`src/rtl/sru_pkg.sv`:
```
package sru_pkg;
  localparam int NUM_CMDS = 7;
  typedef enum logic [2:0] {
    OP_NONE  = 3'd0,
    OP_FETCH = 3'd1,
    OP_PUSH  = 3'd2,
    OP_POP   = 3'd3,
    OP_BL    = 3'd4,
    OP_RET   = 3'd5,
    OP_RELB  = 3'd6,
    OP_POPPC = 3'd7
  } op_e;
endpackage

```
`src/rtl/sru_arbiter.sv`:
```
module sru_arbiter
  import sru_pkg::*;
#(
  parameter int N = NUM_CMDS
) (
  input  logic         en,
  input  logic [N-1:0] req,
  output op_e          op
);
  always_comb begin
    op = OP_NONE;
    if (en) begin
      for (int i = N - 1; i >= 0; i--) begin
        if (req[i]) op = op_e'(3'(i + 1));
      end
    end
  end

  // a_r9_lowest_wins: the chosen op is the lowest set request
  always_comb begin
    if (en && req[0]) a_r9_lowest_wins: assert (op == OP_FETCH);
  end
endmodule

```
`src/rtl/sru_pc_unit.sv`:
```
module sru_pc_unit
  import sru_pkg::*;
#(
  parameter int W     = 32,
  parameter int OFF_W = 24
) (
  input  logic             clk,
  input  logic             rst,
  input  op_e              op,
  input  logic [W-1:0]     target,
  input  logic [OFF_W-1:0] offset,
  input  logic [W-1:0]     stack_word,
  output logic [W-1:0]     pc,
  output logic [W-1:0]     lr
);
  localparam logic [W-1:0] STEP     = W'(4);
  localparam logic [W-1:0] PIPE_ADJ = W'(8);

  logic [W-1:0] off_ext;
  logic [W-1:0] rel_tgt;
  logic [W-1:0] pc_nxt;
  logic [W-1:0] lr_nxt;

  assign off_ext = {{(W - OFF_W){offset[OFF_W-1]}}, offset};
  assign rel_tgt = pc + PIPE_ADJ + (off_ext << 2);

  always_comb begin
    pc_nxt = pc;
    lr_nxt = lr;
    unique case (op)
      OP_FETCH: pc_nxt = pc + STEP;
      OP_BL: begin
        lr_nxt = pc + STEP;
        pc_nxt = target;
      end
      OP_RET:   pc_nxt = lr;
      OP_RELB:  pc_nxt = rel_tgt;
      OP_POPPC: pc_nxt = stack_word;
      default: ;
    endcase
  end

  always_ff @(posedge clk) begin
    if (rst) begin
      pc <= '0;
      lr <= '0;
    end else begin
      pc <= pc_nxt;
      lr <= lr_nxt;
    end
  end

  a_r2_fetch_step: assert property (@(posedge clk) disable iff (rst)
    op == OP_FETCH |=> pc == $past(pc) + STEP);
  a_r5_link_saved: assert property (@(posedge clk) disable iff (rst)
    op == OP_BL |=> lr == $past(pc) + STEP && pc == $past(target));
  a_r6_return_lr: assert property (@(posedge clk) disable iff (rst)
    op == OP_RET |=> pc == $past(lr));
  a_r7_rel_branch: assert property (@(posedge clk) disable iff (rst)
    op == OP_RELB |=> pc == $past(pc) + PIPE_ADJ + ($past(off_ext) << 2));
  a_r8_pop_into_pc: assert property (@(posedge clk) disable iff (rst)
    op == OP_POPPC |=> pc == $past(stack_word));
endmodule

```
`src/rtl/sru_stack.sv`:
```
module sru_stack
  import sru_pkg::*;
#(
  parameter int          W         = 32,
  parameter int          DEPTH     = 16,
  parameter logic [31:0] STACK_TOP = 32'h0000_2000
) (
  input  logic         clk,
  input  logic         rst,
  input  op_e          op,
  input  logic [W-1:0] wdata,
  output logic [W-1:0] sp,
  output logic [W-1:0] rd_word
);
  localparam int           IDX_W = (DEPTH > 1) ? $clog2(DEPTH) : 1;
  localparam logic [W-1:0] WORD  = W'(4);

  logic [W-1:0]     mem [DEPTH];
  logic [W-1:0]     sp_dec;
  logic [IDX_W-1:0] rd_idx;
  logic [IDX_W-1:0] wr_idx;
  logic             is_pop;

  assign sp_dec  = sp - WORD;
  assign rd_idx  = sp[IDX_W+1:2];
  assign wr_idx  = sp_dec[IDX_W+1:2];
  assign rd_word = mem[rd_idx];
  assign is_pop  = (op == OP_POP) || (op == OP_POPPC);

  always_ff @(posedge clk) begin
    if (op == OP_PUSH) mem[wr_idx] <= wdata;
  end

  always_ff @(posedge clk) begin
    if (rst)                sp <= W'(STACK_TOP);
    else if (op == OP_PUSH) sp <= sp_dec;
    else if (is_pop)        sp <= sp + WORD;
  end

  a_r3_push_predec: assert property (@(posedge clk) disable iff (rst)
    op == OP_PUSH |=> sp == $past(sp) - WORD);
  a_r4_pop_postinc: assert property (@(posedge clk) disable iff (rst)
    is_pop |=> sp == $past(sp) + WORD);
  a_r3_push_written: assert property (@(posedge clk) disable iff (rst)
    op == OP_PUSH |=> rd_word == $past(wdata));
endmodule

```
`src/rtl/sru_top.sv`:
```
module sru_top
  import sru_pkg::*;
#(
  parameter int          W         = 32,
  parameter int          OFF_W     = 24,
  parameter int          DEPTH     = 16,
  parameter logic [31:0] STACK_TOP = 32'h0000_2000
) (
  input  logic                clk,
  input  logic                rst,
  input  logic                cmd_valid,
  output logic                cmd_ready,
  input  logic [NUM_CMDS-1:0] cmd_sel,
  input  logic [W-1:0]        cmd_wdata,
  input  logic [W-1:0]        cmd_target,
  input  logic [OFF_W-1:0]    cmd_offset,
  output logic [W-1:0]        pc,
  output logic [W-1:0]        sp,
  output logic [W-1:0]        lr,
  output logic                pop_valid,
  input  logic                pop_ready,
  output logic [W-1:0]        pop_data
);
  op_e          op;
  logic         fire;
  logic [W-1:0] rd_word;

  assign cmd_ready = !pop_valid || pop_ready;
  assign fire      = cmd_valid && cmd_ready;

  sru_arbiter #(.N(NUM_CMDS)) arb_i (
    .en (fire),
    .req(cmd_sel),
    .op (op)
  );

  sru_pc_unit #(.W(W), .OFF_W(OFF_W)) pcu_i (
    .clk       (clk),
    .rst       (rst),
    .op        (op),
    .target    (cmd_target),
    .offset    (cmd_offset),
    .stack_word(rd_word),
    .pc        (pc),
    .lr        (lr)
  );

  sru_stack #(.W(W), .DEPTH(DEPTH), .STACK_TOP(STACK_TOP)) stk_i (
    .clk    (clk),
    .rst    (rst),
    .op     (op),
    .wdata  (cmd_wdata),
    .sp     (sp),
    .rd_word(rd_word)
  );

  always_ff @(posedge clk) begin
    if (rst) begin
      pop_valid <= 1'b0;
      pop_data  <= '0;
    end else if (op == OP_POP) begin
      pop_valid <= 1'b1;
      pop_data  <= rd_word;
    end else if (pop_ready) begin
      pop_valid <= 1'b0;
    end
  end

  a_r4_pop_out: assert property (@(posedge clk) disable iff (rst)
    op == OP_POP |=> pop_valid && pop_data == $past(rd_word));
  a_r8_no_pop_out: assert property (@(posedge clk) disable iff (rst)
    op == OP_POPPC |=> !pop_valid);
  a_r10_hold_data: assert property (@(posedge clk) disable iff (rst)
    pop_valid && !pop_ready |=> pop_valid && $stable(pop_data));
  a_r10_stall_regs: assert property (@(posedge clk) disable iff (rst)
    !cmd_ready |=> $stable(pc) && $stable(sp) && $stable(lr));
  a_r9_idle_hold: assert property (@(posedge clk) disable iff (rst)
    !cmd_valid |=> $stable(pc) && $stable(sp) && $stable(lr));
endmodule

```
`config.mk`:
```
export PLATFORM = sky130hd
export DESIGN_NAME = sru_top
export DESIGN_NICKNAME = d
export VERILOG_FILES = /design/src/rtl/sru_pkg.sv /design/src/rtl/sru_arbiter.sv /design/src/rtl/sru_pc_unit.sv /design/src/rtl/sru_stack.sv /design/src/rtl/sru_top.sv
export SDC_FILE = /design/constraint.sdc
export NUM_CORES = 1
export LEC_CHECK = 0
export BUFFER_PORTS_ARGS = -buffer_cell sky130_fd_sc_hd__buf_2
export CAP_MARGIN = 20
export CORE_MARGIN = 3
export CORE_UTILIZATION = 40
export CTS_CLUSTER_DIAMETER = 80
export DETAILED_ROUTE_END_ITERATION = 8
export SLEW_MARGIN = 20
export SYNTH_ARGS = -nofsm -noshare
export SYNTH_HDL_FRONTEND = slang
export SYNTH_SLANG_ARGS = --single-unit
```
`constraint.sdc`:
```
create_clock -name clk -period 10.22 [get_ports clk]
set_input_delay 2.044 -clock clk [delete_from_list [all_inputs] [get_ports clk]]
set_output_delay 2.044 -clock clk [all_outputs]
set_load 0.005 [all_outputs]
```
==> impl_metrics.env <==
export IMPL_dp_cells=2890
export IMPL_place_area_um2=29900
export IMPL_number_of_synthesis_warnings=0
export IMPL_area_growth_synth_to_final_pct=15.3
export IMPL_final_hold_violation_count=0
export IMPL_max_clock_path_buffers=3
export IMPL_critPathKind="in2out"
export IMPL_type_of_the_worst_min_delay_path="reg2reg"
export IMPL_antenna_found_initial=10
export IMPL_cts_sinks=643
export IMPL_cts_resized_gates=0
export IMPL_antenna_violating_nets_post_route=0
export IMPL_postSynthRegisterBits=643
export IMPL_seq_area_frac_synth_pct=64.6
export IMPL_synthesis_instances=1813
export IMPL_core_area_um2=68800
export IMPL_synth_largest_area_cell="sky130_fd_sc_hd__edfxtp_1"
export IMPL_postRouteWirelength_um=73200
export IMPL_die_ar_um2=72900
export IMPL_outcome="complete, no violations"
export IMPL_synth_top_cells_by_area="sky130_fd_sc_hd__edfxtp_1 (55%), sky130_fd_sc_hd__mux4_2 (13%), sky130_fd_sc_hd__dfxtp_1 (9.4%), sky130_fd_sc_hd__ha_1 (2.9%), sky130_fd_sc_hd__nand2_1 (1.9%)"
export IMPL_firstDrtPassIters=6
export IMPL_route_vias_total=17190
export IMPL_final_min_clock_period_ns=4.56
export IMPL_setup_tns_final_ns=0
export IMPL_final_design_area_no_fill_um2=32100
export IMPL_tritoncts_clock_tree="yes"
export IMPL_global_route_wire_length_before_repair_um=111000
export IMPL_chipWidth_um=270
export IMPL_slew_violations=0
export IMPL_count_of_maximum_capacitance_violations=0
export IMPL_timing_slew_headroom_pct=27.1
export IMPL_io_pins=229
export IMPL_ff2ff_path_depth=7
export IMPL_final_util_pct=46.7
export IMPL_maximum_number_of_pins_on_one_net_before_global_route_repair=90
export IMPL_crit_required_ns=8.18
export IMPL_clock_tree_htree_level_count=3
export IMPL_synth_enable_flop_cells=512
export IMPL_hold_buffers=0
export IMPL_die_height_um=270
export IMPL_min_period_over_period_pct=44.6
export IMPL_mappedNetlistArea_um2=27900
export IMPL_route_detailed_vias_per_inst=5.70
export IMPL_achievable_freq_mhz=219
export IMPL_placement_io_buffers=226
export IMPL_most_used_flip_flop_cell_after_synthesis="sky130_fd_sc_hd__edfxtp_1"
export IMPL_globalRoute_totalOverflow=0
export IMPL_worst_ep_arrival_time_ns=2.52
export IMPL_drtIter0Drc=1543
export IMPL_power_density_nw_per_um2=180
export IMPL_netlist_cell_type_count=75
export IMPL_initial_utilization_pct=40.5
export IMPL_finalClockSkew_ns=0.0199
export IMPL_layout_commonest_cell="sky130_fd_sc_hd__edfxtp_1"
export IMPL_tot_gr_track_use_pct=19.9
export IMPL_min_delay_path_depth=2
export IMPL_clk_pin_slew_worst_paths_ns=0.05
export IMPL_fin_nets=2194
export IMPL_root_cell_of_the_clock_tree="sky130_fd_sc_hd__clkbuf_16"
export IMPL_drcViolationCount=0
export IMPL_leakage_power_figure_nw=10.9
export IMPL_place_congestion=0.874
export IMPL_wire_per_inst_um=24.3
export IMPL_crit_path_start_kind="primary input"
export IMPL_dp_final_hpwl_um=46400
export IMPL_timing_critical_path_to_type="primary output"
export IMPL_unrepaired_setup_endpoints_after_global_routing="no"
export IMPL_num_rows=96
export IMPL_finalSetupViolCount=0
export IMPL_layout_cells_most_common_list="sky130_fd_sc_hd__edfxtp_1 (512), sky130_fd_sc_hd__buf_2 (225), sky130_fd_sc_hd__mux4_2 (160)"
export IMPL_tightestPinTransition_ns=1.09
export IMPL_synth_top_cell_area_share_pct=55.2
export IMPL_cts_buffers=68
export IMPL_post_synth_cell_area_avg_um2=15.4
export IMPL_number_of_global_route_vias_before_repair=17372
export IMPL_cts_repair_timing_setup_buffer_count=0
export IMPL_stdcell_count=3016
export IMPL_synth_async_reset_ratio_pct=0
export IMPL_vdd_ir_drop_max_v=0.000111
export IMPL_largest_fanout_on_the_critical_path=6
export IMPL_worstSkewPairLatency_ns=0.61
export IMPL_share_of_cells_above_drive_strength_1_pct=25.7
export IMPL_nFillCells=5952
layer usage:
metal / up-vias / global-route usage (%) / part of all wire, %
met3: 118 / 4.18 / 7.0
met4: 8 / 5.44 / 2.2
met5: - / 0 / 0.079
met1: 8752 / 27.3 / 43
li1: 7644 / - / -
met2: 668 / 32.4 / 48
critical path, cell delays in order:
cell	delay [ns]
sky130_fd_sc_hd__buf_2	0.09
sky130_fd_sc_hd__nand2b_2	0.23
sky130_fd_sc_hd__buf_2	0.15
state kept, by name, indices dropped and copies added, names as in the netlist, named ones only:
signal / cells
pcu_i.pc: 32
stk_i.mem: 512
stk_i.sp: 30
pop_data: 32
pcu_i.lr: 32
pop_valid: 1
layout make-up:
type                    instances  area, µm²  share of cell area (%)
flip-flops and latches        643      18000                    56.1
multi-input cells            1050       9410                    29.3
clock buffers                  90       1820                    5.68
repair buffers                240       1260                    3.93
well taps                     931       1160                    3.63
clock inverters                32        335                    1.04
inverters                      27        101                   0.316
diodes                          3       7.51                  0.0234
logic make-up after synthesis:
| family | synth area share [%] |
|---|---|
| xor+xnor | 2.61 |
| simple gates | 7.40 |
| flops | 64.6 |
| fa+ha+maj | 2.95 |
| buf+inv | 1.84 |
| compound gates | 7.53 |
| other cells | 0.0135 |
| mux | 13.1 |
final timing paths:
| kind | start | endpoint | slack [ns] |
|---|---|---|---|
| setup / recovery | pop_ready | cmd_ready | 5.66 |
| hold reg to reg | pop_data[0] | pop_data[0] | 0.45 |
| setup reg to reg | register | pcu_i.pc[26] | 6.32 |
| hold / removal | pop_data[0] | pop_data[0] | 0.45 |
Yosys cell counts (4+ instances only):
cell type,instances
sky130_fd_sc_hd__a21o_1,13
sky130_fd_sc_hd__xor2_1,41
sky130_fd_sc_hd__nor4_1,7
sky130_fd_sc_hd__nand3_1,29
sky130_fd_sc_hd__a22oi_1,13
sky130_fd_sc_hd__o211ai_1,10
sky130_fd_sc_hd__or2_2,6
sky130_fd_sc_hd__a211oi_1,37
sky130_fd_sc_hd__nand4_1,11
sky130_fd_sc_hd__clkbuf_1,60
sky130_fd_sc_hd__o21ai_1,8
sky130_fd_sc_hd__buf_2,23
sky130_fd_sc_hd__a221oi_1,14
sky130_fd_sc_hd__o21ai_0,35
sky130_fd_sc_hd__nand2b_1,8
sky130_fd_sc_hd__ha_1,64
sky130_fd_sc_hd__o21a_1,7
sky130_fd_sc_hd__and4_1,6
sky130_fd_sc_hd__o31ai_1,4
sky130_fd_sc_hd__mux4_2,160
sky130_fd_sc_hd__o22ai_1,5
sky130_fd_sc_hd__mux2i_1,4
sky130_fd_sc_hd__or3_1,11
sky130_fd_sc_hd__nor2_1,118
sky130_fd_sc_hd__a221o_1,4
sky130_fd_sc_hd__a222oi_1,18
sky130_fd_sc_hd__nand2_1,143
sky130_fd_sc_hd__a31oi_1,19
sky130_fd_sc_hd__nor3_1,16
sky130_fd_sc_hd__edfxtp_1,512
sky130_fd_sc_hd__inv_1,27
sky130_fd_sc_hd__and3_1,42
sky130_fd_sc_hd__a21oi_1,94
sky130_fd_sc_hd__buf_1,6
sky130_fd_sc_hd__xnor2_1,42
sky130_fd_sc_hd__dfxtp_1,131
sky130_fd_sc_hd__and2_1,9
report_power, final:
group | switching (W) | leakage (nW) | internal [W]
clock network | 0.00103 | 1.04 | 0.00137
logic | 0.000280 | 4.23 | 0.000207
registers | 0.0000507 | 5.67 | 0.00286
total | 0.00136 | 10.9 | 0.00444
metrics by stage:
step           worst slack, ns  hold slack [ns]  power, W
2_1_floorplan             5.60            0.453   0.00326
3_3_place_gp              5.22            0.441   0.00344
3_5_place_dp              5.18            0.446   0.00345
4_1_cts                   5.66            0.454   0.00585
5_1_grt                   5.62            0.469   0.00601
6_report                  5.66            0.453   0.00580
No activity file was read; power rests on OpenSTA's default activity.
